===== src/rtl/trig_pkg.sv =====
package trig_pkg;
    localparam int BYTE_W = 8;

    typedef struct packed {
        logic [1:0] sync;
        logic       prev;
        logic       req;
    } line_state_t;
endpackage


===== src/rtl/trig_regs.sv =====
module trig_regs #(
    parameter int                 NUM_LINES     = 16,
    parameter int                 ADDR_W        = 1,
    parameter logic [NUM_LINES-1:0] RESERVED_MASK = 16'h2107
) (
    input  logic                   clk,
    input  logic                   rst_n,
    input  logic                   wr_en,
    input  logic [ADDR_W-1:0]      addr,
    input  logic [trig_pkg::BYTE_W-1:0] wdata,
    output logic [trig_pkg::BYTE_W-1:0] rdata,
    output logic [NUM_LINES-1:0]   mode_o
);
    import trig_pkg::*;
    localparam int NUM_REGS = NUM_LINES / BYTE_W;

    logic [NUM_LINES-1:0] mode_d, mode_q;

    always_comb begin
        mode_d = mode_q;
        if (wr_en && (int'(addr) < NUM_REGS))
            mode_d[int'(addr)*BYTE_W +: BYTE_W] = wdata;
        mode_d = mode_d & ~RESERVED_MASK;
    end

    always_ff @(posedge clk or negedge rst_n) begin
        if (!rst_n) mode_q <= '0;
        else        mode_q <= mode_d;
    end

    assign rdata  = mode_q[int'(addr)*BYTE_W +: BYTE_W];
    assign mode_o = mode_q;

    // reserved positions never read back as 1
    a_r3_reserved_zero: assert property (@(posedge clk) disable iff (!rst_n)
        (rdata & RESERVED_MASK[int'(addr)*BYTE_W +: BYTE_W]) == '0);

    // a write to the low byte is visible on the next cycle
    a_r1_write_low: assert property (@(posedge clk) disable iff (!rst_n)
        (wr_en && addr == '0) |=>
        mode_o[BYTE_W-1:0] == ($past(wdata) & ~RESERVED_MASK[BYTE_W-1:0]));
endmodule


===== src/rtl/trig_line.sv =====
module trig_line (
    input  logic clk,
    input  logic rst_n,
    input  logic raw_i,
    input  logic lvl_i,
    input  logic clr_i,
    output logic req_o
);
    import trig_pkg::*;

    line_state_t st_d, st_q;
    logic        rise;

    always_comb begin
        st_d      = st_q;
        st_d.sync = {st_q.sync[0], raw_i};
        st_d.prev = st_q.sync[1];
        rise      = st_q.sync[1] & ~st_q.prev;
        if (lvl_i) st_d.req = 1'b0;
        else       st_d.req = (st_q.req & ~clr_i) | rise;
    end

    always_ff @(posedge clk or negedge rst_n) begin
        if (!rst_n) st_q <= '0;
        else        st_q <= st_d;
    end

    assign req_o = lvl_i ? st_q.sync[1] : st_q.req;

    // a latched edge request is held until a clear or a mode change
    a_r6_sticky: assert property (@(posedge clk) disable iff (!rst_n)
        (st_q.req && !clr_i && !lvl_i) |=> st_q.req);

    // a clear without a new edge drops the request
    a_r7_clear: assert property (@(posedge clk) disable iff (!rst_n)
        (st_q.req && clr_i && !lvl_i && !(st_q.sync[1] && !st_q.prev)) |=> !st_q.req);

    // the latch stays empty while the line is in level mode
    a_r8_level_empty: assert property (@(posedge clk) disable iff (!rst_n)
        (lvl_i && $past(lvl_i)) |-> !st_q.req);

    // a request only appears after the synchronized input was seen rising
    a_r6_needs_edge: assert property (@(posedge clk) disable iff (!rst_n)
        $rose(st_q.req) |-> $past(st_q.sync[1]));
endmodule


===== src/rtl/irq_trigger_ctl.sv =====
module irq_trigger_ctl #(
    parameter int                   NUM_LINES     = 16,
    parameter logic [NUM_LINES-1:0] RESERVED_MASK = 16'h2107
) (
    input  logic                 clk,
    input  logic                 rst_n,
    input  logic                 wr_en,
    input  logic                 addr,
    input  logic [7:0]           wdata,
    output logic [7:0]           rdata,
    input  logic [NUM_LINES-1:0] irq_raw,
    input  logic [NUM_LINES-1:0] irq_clr,
    output logic [NUM_LINES-1:0] irq_req
);
    logic [NUM_LINES-1:0] mode;

    trig_regs #(
        .NUM_LINES     (NUM_LINES),
        .ADDR_W        (1),
        .RESERVED_MASK (RESERVED_MASK)
    ) u_regs (
        .clk    (clk),
        .rst_n  (rst_n),
        .wr_en  (wr_en),
        .addr   (addr),
        .wdata  (wdata),
        .rdata  (rdata),
        .mode_o (mode)
    );

    for (genvar i = 0; i < NUM_LINES; i++) begin : g_line
        trig_line u_line (
            .clk   (clk),
            .rst_n (rst_n),
            .raw_i (irq_raw[i]),
            .lvl_i (mode[i]),
            .clr_i (irq_clr[i]),
            .req_o (irq_req[i])
        );
    end

    // requests are low in the first cycle after reset
    a_r9_reset_quiet: assert property (@(posedge clk)
        $rose(rst_n) |-> irq_req == '0);
endmodule


===== config.mk =====
export PLATFORM = sky130hd
export DESIGN_NAME = irq_trigger_ctl
export DESIGN_NICKNAME = d
export VERILOG_FILES = /design/src/rtl/trig_pkg.sv /design/src/rtl/trig_regs.sv /design/src/rtl/trig_line.sv /design/src/rtl/irq_trigger_ctl.sv
export SDC_FILE = /design/constraint.sdc
export NUM_CORES = 1
export LEC_CHECK = 0
export BUFFER_PORTS_ARGS = -buffer_cell sky130_fd_sc_hd__buf_2
export CAP_MARGIN = 5
export CORE_MARGIN = 2
export CORE_UTILIZATION = 30
export CTS_BUF_LIST = sky130_fd_sc_hd__clkbuf_4 sky130_fd_sc_hd__clkbuf_8 sky130_fd_sc_hd__clkbuf_16
export DETAILED_ROUTE_END_ITERATION = 6
export PLACE_DENSITY_LB_ADDON = 0.12
export SLEW_MARGIN = 20
export SYNTH_ARGS = -nofsm -noshare
export SYNTH_HDL_FRONTEND = slang
export SYNTH_SLANG_ARGS = --single-unit

===== constraint.sdc =====
create_clock -name clk -period 1.55 [get_ports clk]
set_clock_uncertainty 0.1 [all_clocks]
set_input_delay 0.155 -clock clk [delete_from_list [all_inputs] [get_ports clk]]
set_output_delay 0.155 -clock clk [all_outputs]
set_load 0.005 [all_outputs]

==> metrics.yaml, run 1 <==
status:
  outcome: "completed"
cts:
  cts_sinks: 75
  clockBufferDepth: 2
  path_clk_slew_ns: 0.08
  numCtsBuffers: 9
  root_buffer: "clkbuf_8"
  htree_levels: 3
  tritoncts: "done"
  clock_latency_ns: 0.33
route:
  drt_iter0_markers: 27
  drt-total-wl_mm: 4.56
  wl_per_cell_um: 11.8
  drtAntennaViolNets: 0
  drc_errors: 0
  drt_pass1_iterations: 4
  vias: 1568
  vias_per_cell: 4.06
worst_setup_path:
  cp_slowest_cell: "dfrtp_1"
  worstSetupStartpointType: "flop"
  worstSetupPathType: "flop to output port"
  critical-path-max-stage-delay_ns: 0.41
  end_kind: "output port"
  reg2reg_depth: 1
  critPathMaxFanout: 4
  cp_data_arrival_time_ns: 1.22
  required_ns: 1.29
  crit_path_cell_trace: "mux2_2, buf_2"
place:
  placedCellCount: 330
  gp_congestion: 0.700
  dp_hpwl_mm: 3.02
  postPlaceCellArea_um2: 3020
  numPortBuffers: 65
floorplanning:
  die_h_um: 98.1
  rows: 34
  fp.dieW_um: 98.1
  fp.coreArea_um2: 8640
  start_util: 0.307
  boundaryPins: 68
  die-area_um2: 9620
run:
  cap_violations: 0
synth:
  synth-xor-area-share: 0
  synth_top_family_by_area: "multiplexers"
  synth_seq_area_share: 0.707
  synthesis.area_um2: 2660
  synth.area.mux_share: 0.124
  synthSimpleGateAreaFrac: 0.0683
  synth.top_cells.by_area: "dfrtp_1, mux2_2, mux2_4"
  yosys_register_bits: 75
  avgSynthCellArea_um2: 15.3
  synth_fa_ha_area_frac: 0
  yosys.area.top_type: "dfrtp_1"
  netlist.area_leader.share: 0.707
  synth_compound_area_frac: 0.0325
  synth_warnings: 0
  synth_nets: 217
  syn_inst: 173
  yosys.cell_types.count: 14
finish:
  synthToLayoutAreaGrowth_pct: 37.2
  nNetsFinal: 317
  drive_gt1_frac: 0.399
  nFillCells: 808
  multi_input_area_um2: 613
  num_antenna_cells: 0
  fin_area_um2: 3640
  ff_latch_area_um2: 1880
  stdcell_count: 386
  fin_util: 0.422
timing:
  min_period_ns: 1.48
  setup_viol: 0
  max_freq_mhz: 676
  rsz0062_at_grt: "false"
  finalHoldViolCount: 0
  finalSetupTns_ns: 0
  fin_crit_sh: 0.954
  finalMaxSlewViolations: 0
global_routing:
  antenna_found_initial: 0
  grt_overflow_total: 0
  grt_pass1_wl_mm: 7.71
  grt_usage: 0.104
  grt_pass1_vias: 1621
  grt_max_degree: 28
pwr:
  powerDensity_nw_per_um2: 1160
  power_leakage_nw: 1.76
  ir_worst_vdd_mv: 0.534
hold_path:
  hp-class: "input pin to asynchronous set/reset pin"
registers in the layout, indices dropped and copies added, names as in the netlist:
name / flops
g_line.u_line.st_d: 32
g_line.u_line.st_q: 32
u_regs.mode_o: 11
where the power goes:
group          switching [W]  internal [W]  leakage, nW
clock network       0.000680      0.000870        0.108
logic               0.000164      0.000321        0.752
registers          0.0000957       0.00210        0.895
total               0.000940       0.00329         1.76
Yosys cell counts, drive strengths merged:
cell type	instances
o22ai	5
mux2	26
buf	18
and2	2
conb	1
dfrtp	75
inv	10
nand2b	22
nor2b	2
a21oi	11
nand2	1
worst max-delay path: cells and delay by family (launching register included):
kind | cells | cell delay [ns]
buffers and inverters | 1 | 0.13
DFF | 1 | 0.41
muxes | 1 | 0.35
per-stage QoR:
stage               total power (W)  hold WS, ns  setup slack (ns)
global placement            0.00264     -0.00486             0.347
CTS                         0.00431        0.158            0.0246
global route                0.00448        0.167           0.00439
detailed placement          0.00265      0.00121             0.346
floorplan                   0.00249       -0.241             0.483
finish                      0.00423        0.170            0.0712
worst paths after layout:
path / endpoint / slack (ns) / from
worst max-delay path: irq_req[4] / 0.07 / u_regs.mode_o[4]$_DFFE_PN0P_
worst min-delay path: g_line[5].u_line.st_d[3]$_DFF_PN0_ / 0.17 / rst_n
worst max register to register: u_regs.mode_o[14]$_DFFE_PN0P_ / 0.62 / u_regs.mode_o[14]$_DFFE_PN0P_
worst min register to register: g_line[0].u_line.st_d[1]$_DFF_PN0_ / 0.25 / g_line[0].u_line.st_d[3]$_DFF_PN0_
max in group asynchronous: g_line[9].u_line.st_d[3]$_DFF_PN0_ / 0.71 / rst_n
min in group clk: u_regs.mode_o[15]$_DFFE_PN0P_ / 0.17 / wr_en
cells by family after synthesis:
group                  Yosys count
buffers and inverters           28
muxes                           26
and+or+nand+nor                 27
other                            1
DFF                             75
AOI/OAI and AO/OA               16
repair_timing:
action / 4_1_cts / 5_1_grt
endpoints found under the setup margin: 0 / 3
hold buffers: 40 / 0
endpoints found under the hold margin: 118 / 0
buffers inserted: 0 / 0
resized for setup: 0 / 3
metal layers:
layer,vias to the layer above,track usage,part of all wire
li1,743,-,-
met1,779,0.124,0.44
met5,-,0,0
met2,38,0.164,0.48
met3,8,0.0408,0.056
met4,0,0.0545,0.016
cell type report:
type | instances | area share
Tap cell | 108 | 0.0371
Timing Repair Buffer | 107 | 0.211
Sequential cell | 75 | 0.515
Clock buffer | 12 | 0.0453
Inverter | 10 | 0.0103
Clock inverter | 4 | 0.0130
Multi-Input combinational cell | 70 | 0.168
cell usage in the layout, fill, tap and decap left out, types with 2 or more instances in the layout:
master / instances
a21oi_1: 11
and2_1: 2
buf_12: 2
buf_2: 64
clkbuf_8: 12
clkinv_2: 2
dfrtp_1: 75
dlygate4sd3_1: 40
inv_1: 10
mux2_2: 13
mux2_4: 13
nand2b_1: 22
o22ai_1: 5
(Power assumes the default switching activity.)
==> run 2: changes to the inputs <==
--- a/config.mk
+++ b/config.mk
@@ -5,6 +5,7 @@
 export SDC_FILE = /design/constraint.sdc
 export NUM_CORES = 1
 export LEC_CHECK = 0
+export ABC_AREA = 1
 export BUFFER_PORTS_ARGS = -buffer_cell sky130_fd_sc_hd__buf_2
 export CAP_MARGIN = 5
 export CORE_MARGIN = 2
==> run 2 against run 1 <==
Synthesized area up 2.8%. Largest cell class unchanged. Utilization down 0.43 points. Final area up 0.45%. Hold slack worse by 0.083 ns. Global-route usage up 0.81 points. Worst setup slack better by 0.11 ns. Final cell count up 23%.
==> metrics.yaml, run 2 <==
status:
  outcome: "completed"  # unchanged
finish:
  stdcell_count: 475  # was 386
  fin_util: 0.418  # was 0.422
  layout_commonest_cell: "nand2_1"  # was dfrtp_1
  synthToLayoutAreaGrowth_pct: 34.1  # was 37.2%
  num_antenna_cells: 0  # unchanged
  nNetsFinal: 406  # was 317
  nFillCells: 847  # was 808
  drive_gt1_frac: 0.232  # was 0.399
  layout_common_cells: "nand2_1, dfrtp_1, buf_2"  # was dfrtp_1, buf_2, dlygate4sd3_1
synth:
  synth_edf_count: 0  # unchanged
  synth_ff_type: "dfrtp_1"  # unchanged
  yosys-top-cells-count: "nand2_1, dfrtp_1, inv_1, nand3_1, buf_4"  # was dfrtp_1, nand2b_1, buf_4, mux2_2, a21oi_1
  synth_warnings: 0  # unchanged
  yosysMostFrequentCell: "nand2_1"  # was dfrtp_1
  synth_seq_area_share: 0.688  # was 0.707
  synthesis.area_um2: 2730  # was 2660 um2
  yosys_register_bits: 75  # unchanged
  syn_inst: 264  # was 173
  avgSynthCellArea_um2: 10.3  # was 15.3 um2
  async_flop_share: 1.00  # unchanged
  yosys.cell_types.count: 11  # was 14
  yosys.area.top_type: "dfrtp_1"  # unchanged
  synth_nets: 308  # was 217
  synth.top_cells.by_area: "dfrtp_1, nand2_1, inv_1"  # was dfrtp_1, mux2_2, mux2_4
  netlist.area_leader.share: 0.688  # was 0.707
worst_setup_path:
  reg2reg_to: "g_line[12].u_line.st_q[0]$_DFF_PN0_"  # was u_regs.mode_o[14]$_DFFE_PN0P_
  r2r_setup_slack_ns: 0.68  # was 0.62 ns
  r2r-start: "u_regs.mode_o[12]$_DFFE_PN0P_"  # was u_regs.mode_o[14]$_DFFE_PN0P_
  required_ns: 1.29  # about the same
  cp_data_arrival_time_ns: 1.11  # was 1.22 ns
  worstSetupStartpointType: "flop"  # unchanged
  worstSetupPathType: "flop to output port"  # unchanged
  cp-startpoint: "u_regs.mode_o[3]$_DFFE_PN0P_"  # was u_regs.mode_o[4]$_DFFE_PN0P_
  end_kind: "output port"  # unchanged
  reg2reg_depth: 3  # was 1
  critPathMaxFanout: 4  # unchanged
  critPathCapture: "rdata[3]"  # was irq_req[4]
place:
  post-place-ws_ns: 0.479  # was 0.346 ns
  gp_congestion: 0.735  # was 0.700
  placedCellCount: 419  # was 330
  numPortBuffers: 65  # unchanged
  dp_hpwl_mm: 3.34  # was 3.02 mm
cts:
  clockBufferDepth: 2  # unchanged
  numCtsBuffers: 9  # unchanged
  cts-resized-gates: 0  # unchanged
  htree_levels: 3  # unchanged
  hold_buffers: 40  # unchanged
  cts_sinks: 75  # unchanged
  tritoncts: "done"  # unchanged
  path_clk_slew_ns: 0.08  # about the same
  clock_latency_ns: 0.34  # was 0.33 ns
  postCtsSetupBuffers: 0  # unchanged
  root_buffer: "clkbuf_8"  # unchanged
timing:
  finalMaxSlewViolations: 0  # unchanged
  min_period_ns: 1.37  # was 1.48 ns
  setup_viol: 0  # unchanged
  fin_crit_sh: 0.883  # was 0.954
  rsz0062_at_grt: "false"  # unchanged
  finalHoldViolCount: 0  # unchanged
  whs_ns: 0.0877  # was 0.170 ns
  max_freq_mhz: 731  # was 676 MHz
  finalSetupTns_ns: 0  # unchanged
  worst_slack_ns: 0.182  # was 0.0712 ns
route:
  drt-total-wl_mm: 5.02  # was 4.56 mm
  vias_per_cell: 3.92  # was 4.06
  vias: 1863  # was 1568
  wl_per_cell_um: 10.6  # was 11.8 um
  drt_iter0_markers: 81  # was 27
  drc_errors: 0  # unchanged
  drtAntennaViolNets: 0  # unchanged
  drt_pass1_iterations: 6  # was 4
floorplanning:
  die_h_um: 99.4  # was 98.1 um
  rows: 34  # unchanged
  start_util: 0.311  # was 0.307
  fp.dieW_um: 99.4  # was 98.1 um
  fp.coreArea_um2: 8760  # was 8640 um2
  boundaryPins: 68  # unchanged
  die-area_um2: 9880  # was 9620 um2
global_routing:
  grt_pass1_wl_mm: 8.56  # was 7.71 mm
  grt_usage: 0.112  # was 0.104
  grt_max_degree: 39  # was 28
  grt_overflow_total: 0  # unchanged
  grt_pass1_vias: 1883  # was 1621
  antenna_found_initial: 0  # unchanged
hold_path:
  min_path_cells: 3
  worstHoldStart: "wr_en"
  hp-class: "input pin to flop"  # was input pin to asynchronous set/reset pin
pwr:
  power_leakage_nw: 2.01  # was 1.76 nW
  ir_worst_vdd_mv: 0.473  # was 0.534 mV
  powerDensity_nw_per_um2: 1120  # was 1160 nW/um2
run:
  cap_violations: 0  # unchanged
[run 2: changes by cell type after synthesis, sizes merged, moves of 5 or more]
cell    delta
nand2     +78
o22ai      -5
a21oi     -11
mux2      -26
nand2b    -22
o21ai      +9
nand3     +33
inv       +36
[run 2: power by group]
| part | internal [W] | switching [W] |
|---|---|---|
| registers | 0.00210 | 0.0000818 |
| logic | 0.000232 | 0.000229 |
| clock network | 0.000797 | 0.000678 |
[run 2: through the flow]
| step | instance area (um2) | total power (W) |
|---|---|---|
| floorplan | 2730 | 0.00246 |
| global placement | 3060 | 0.00260 |
| detailed placement | 3060 | 0.00261 |
| CTS | 3660 | 0.00421 |
| global route | 3660 | 0.00438 |
| finish | 3660 | 0.00411 |
[run 2: logic make-up after synthesis]
family,count (synthesis),share of synthesized area
simple gates,113,0.173
flops,75,0.688
buf+inv,66,0.121
other cells,1,0.00137
compound gates,9,0.0165
[run 2: worst min-delay path by stage]
stage                     slack, ns                            endpoint
after floorplan               -0.24  g_line[0].u_line.st_d[1]$_DFF_PN0_
after global placement         0.03  g_line[8].u_line.st_d[3]$_DFF_PN0_
after detailed placement       0.04  g_line[8].u_line.st_d[3]$_DFF_PN0_
after CTS                      0.07        u_regs.mode_o[9]$_DFFE_PN0P_
after global routing           0.09        u_regs.mode_o[3]$_DFFE_PN0P_
final                          0.09        u_regs.mode_o[9]$_DFFE_PN0P_
[run 2: cell type report]
class | count | area, um2 | area share
inverter | 46 | 173 | 0.0472
clock buffer | 11 | 145 | 0.0397
sequential | 75 | 1880 | 0.513
tap | 108 | 135 | 0.0369
multi-input combinational | 123 | 522 | 0.143
timing repair buffer | 107 | 756 | 0.206
clock inverter | 5 | 52.6 | 0.0144
[run 2: critical path: stages (launching register included)]
cell,delay (ns)
dfrtp_1,0.39
inv_1,0.09
o21ai_0,0.15
buf_2,0.14
[run 2: per-layer routing]
metal / part of all wire / vias to the layer above / track usage
li1: - / 968 / -
met1: 0.45 / 855 / 0.139
met2: 0.49 / 32 / 0.179
met3: 0.039 / 8 / 0.0295
met4: 0.019 / 0 / 0.0632
met5: 0 / - / 0
==> run 3: changes to the inputs <==
==> constraint.sdc (replaced) <==
create_clock -name clk -period 1.55 [get_ports clk]
set_clock_uncertainty 0.1 [all_clocks]
set_input_delay 0.2325 -clock clk [delete_from_list [all_inputs] [get_ports clk]]
set_output_delay 0.2325 -clock clk [all_outputs]
set_load 0.005 [all_outputs]
==> run 3 against run 2 <==
Sequential power is essentially flat. Routed wire length down 4.1%. Final cell count fell by 3.4%. Critical endpoint unchanged. Highest routed layer unchanged.
==> metrics.yaml, run 3 (synthesis results as in run 2) <==
status:
  outcome: "completed"  # unchanged
route:
  drt-total-wl_mm: 4.81  # was 5.02 mm
  wl_per_cell_um: 10.5  # was 10.6 um
  vias: 1796  # was 1863
  drt_pass1_iterations: 4  # was 6
  drt_iter0_markers: 60  # was 81
  drtAntennaViolNets: 0  # unchanged
  vias_per_cell: 3.91  # was 3.92
  drc_errors: 0  # unchanged
cts:
  tritoncts: "done"  # unchanged
  numCtsBuffers: 9  # unchanged
  cts_sinks: 75  # unchanged
  htree_levels: 3  # unchanged
  clock_latency_ns: 0.34  # about the same
  root_buffer: "clkbuf_8"  # unchanged
  clockBufferDepth: 2  # unchanged
  path_clk_slew_ns: 0.07  # was 0.08 ns
global_routing:
  grt_usage: 0.109  # was 0.112
  antenna_found_initial: 0  # unchanged
  grt_pass1_vias: 1675  # was 1883
  grt_overflow_total: 0  # unchanged
  grt_max_degree: 39  # unchanged
  grt_pass1_wl_mm: 8.16  # was 8.56 mm
timing:
  finalMaxSlewViolations: 0  # unchanged
  setup_viol: 0  # unchanged
  rsz0062_at_grt: "false"  # unchanged
  finalHoldViolCount: 0  # unchanged
  max_freq_mhz: 700  # was 731 MHz
  min_period_ns: 1.43  # was 1.37 ns
  fin_crit_sh: 0.921  # was 0.883
  finalSetupTns_ns: 0  # unchanged
pwr:
  ir_worst_vdd_mv: 0.433  # was 0.473 mV
  power_leakage_nw: 1.94  # was 2.01 nW
  finalPower_w: 0.00398  # was 0.00411 W
  powerDensity_nw_per_um2: 1140  # was 1120 nW/um2
floorplanning:
  fp.dieW_um: 99.4  # unchanged
  fp.coreArea_um2: 8760  # unchanged
  die_h_um: 99.4  # unchanged
  start_util: 0.311  # unchanged
  rows: 34  # unchanged
  boundaryPins: 68  # unchanged
  die-area_um2: 9880  # unchanged
finish:
  nNetsFinal: 390  # was 406
  nFillCells: 901  # was 847
  num_antenna_cells: 0  # unchanged
  layout_commonest_cell: "nand2_1"  # unchanged
  layout_common_cells: "nand2_1, dfrtp_1, buf_2"  # unchanged
  ff_latch_area_um2: 1880  # unchanged
  drive_gt1_frac: 0.248  # was 0.232
  multi_input_area_um2: 522  # unchanged
  synthToLayoutAreaGrowth_pct: 27.6  # was 34.1%
worst_setup_path:
  worstSetupStartpointType: "flop"  # unchanged
  end_kind: "output port"  # unchanged
  required_ns: 1.22  # was 1.29 ns
  critical-path-max-stage-delay_ns: 0.39  # about the same
  cp_slowest_cell: "dfrtp_1"  # unchanged
  worstSetupPathType: "flop to output port"  # unchanged
  cp_data_arrival_time_ns: 1.10  # was 1.11 ns
  crit_path_cell_trace: "inv_1, o21ai_0, buf_2"  # unchanged
  critPathMaxFanout: 4  # unchanged
place:
  numPortBuffers: 65  # unchanged
  gp_congestion: 0.734  # was 0.735
  dp_hpwl_mm: 3.31  # was 3.34 mm
hold_path:
  hp-class: "input pin to flop"  # unchanged
run:
  cap_violations: 0  # unchanged
## run 3: worst paths after layout
check | from | end | slack (ns) | depth (start not counted)
worst min register to register | g_line[14].u_line.st_d[3]$_DFF_PN0_ | g_line[14].u_line.st_d[1]$_DFF_PN0_ | 0.25 | 0
worst max register to register | u_regs.mode_o[12]$_DFFE_PN0P_ | g_line[12].u_line.st_q[0]$_DFF_PN0_ | 0.69 | 3
max in group asynchronous | rst_n | u_regs.mode_o[5]$_DFFE_PN0P_ | 0.52 | 3
worst max-delay path | u_regs.mode_o[3]$_DFFE_PN0P_ | rdata[3] | 0.12 | 3
min in group asynchronous | rst_n | g_line[8].u_line.st_d[3]$_DFF_PN0_ | 0.28 | 2
worst min-delay path | wdata[1] | u_regs.mode_o[9]$_DFFE_PN0P_ | 0.03 | 3
## run 3: critical path: cells and delay by family (launching register included)
family | cells | cell delay [ns]
buffers and inverters | 2 | 0.23
DFF | 1 | 0.39
AOI/OAI and AO/OA | 1 | 0.14
## run 3: through the flow
stage                     std cells  hold slack [ns]  utilization  cell area (um2)  worst slack [ns]
after floorplan                 264           -0.163            -             2730             0.570
after global placement          419            0.114        0.349             3060             0.346
after detailed placement        419            0.117        0.349             3060             0.341
after CTS                       457          0.00740        0.395             3470            0.0179
after global routing            459           0.0324        0.397             3480            0.0176
final                           459           0.0300        0.397             3480             0.122
## run 3: report_power, final
group          internal [W]  switching [W]  total (W)
clock network      0.000719       0.000653    0.00137
logic              0.000210       0.000221   0.000431
registers           0.00210      0.0000812    0.00218
## run 3: cell type report
type,instances,share of cell area
Multi-Input combinational cell,123,0.150
Sequential cell,75,0.539
Tap cell,108,0.0388
Clock buffer,14,0.0500
Clock inverter,2,0.00288
Inverter,46,0.0496
Timing Repair Buffer,91,0.170
## run 3: what timing repair did
action,4_1_cts,5_1_grt
resized for setup,0,1
buffers inserted,0,2
hold endpoints to repair,53,0
hold buffers,22,0
setup endpoints to repair,0,2
## run 3: per-layer routing
metal	wire [um]	track usage
met1	2230	0.143
met5	0	0
met2	2250	0.156
met4	131	0.0695
met3	206	0.0316
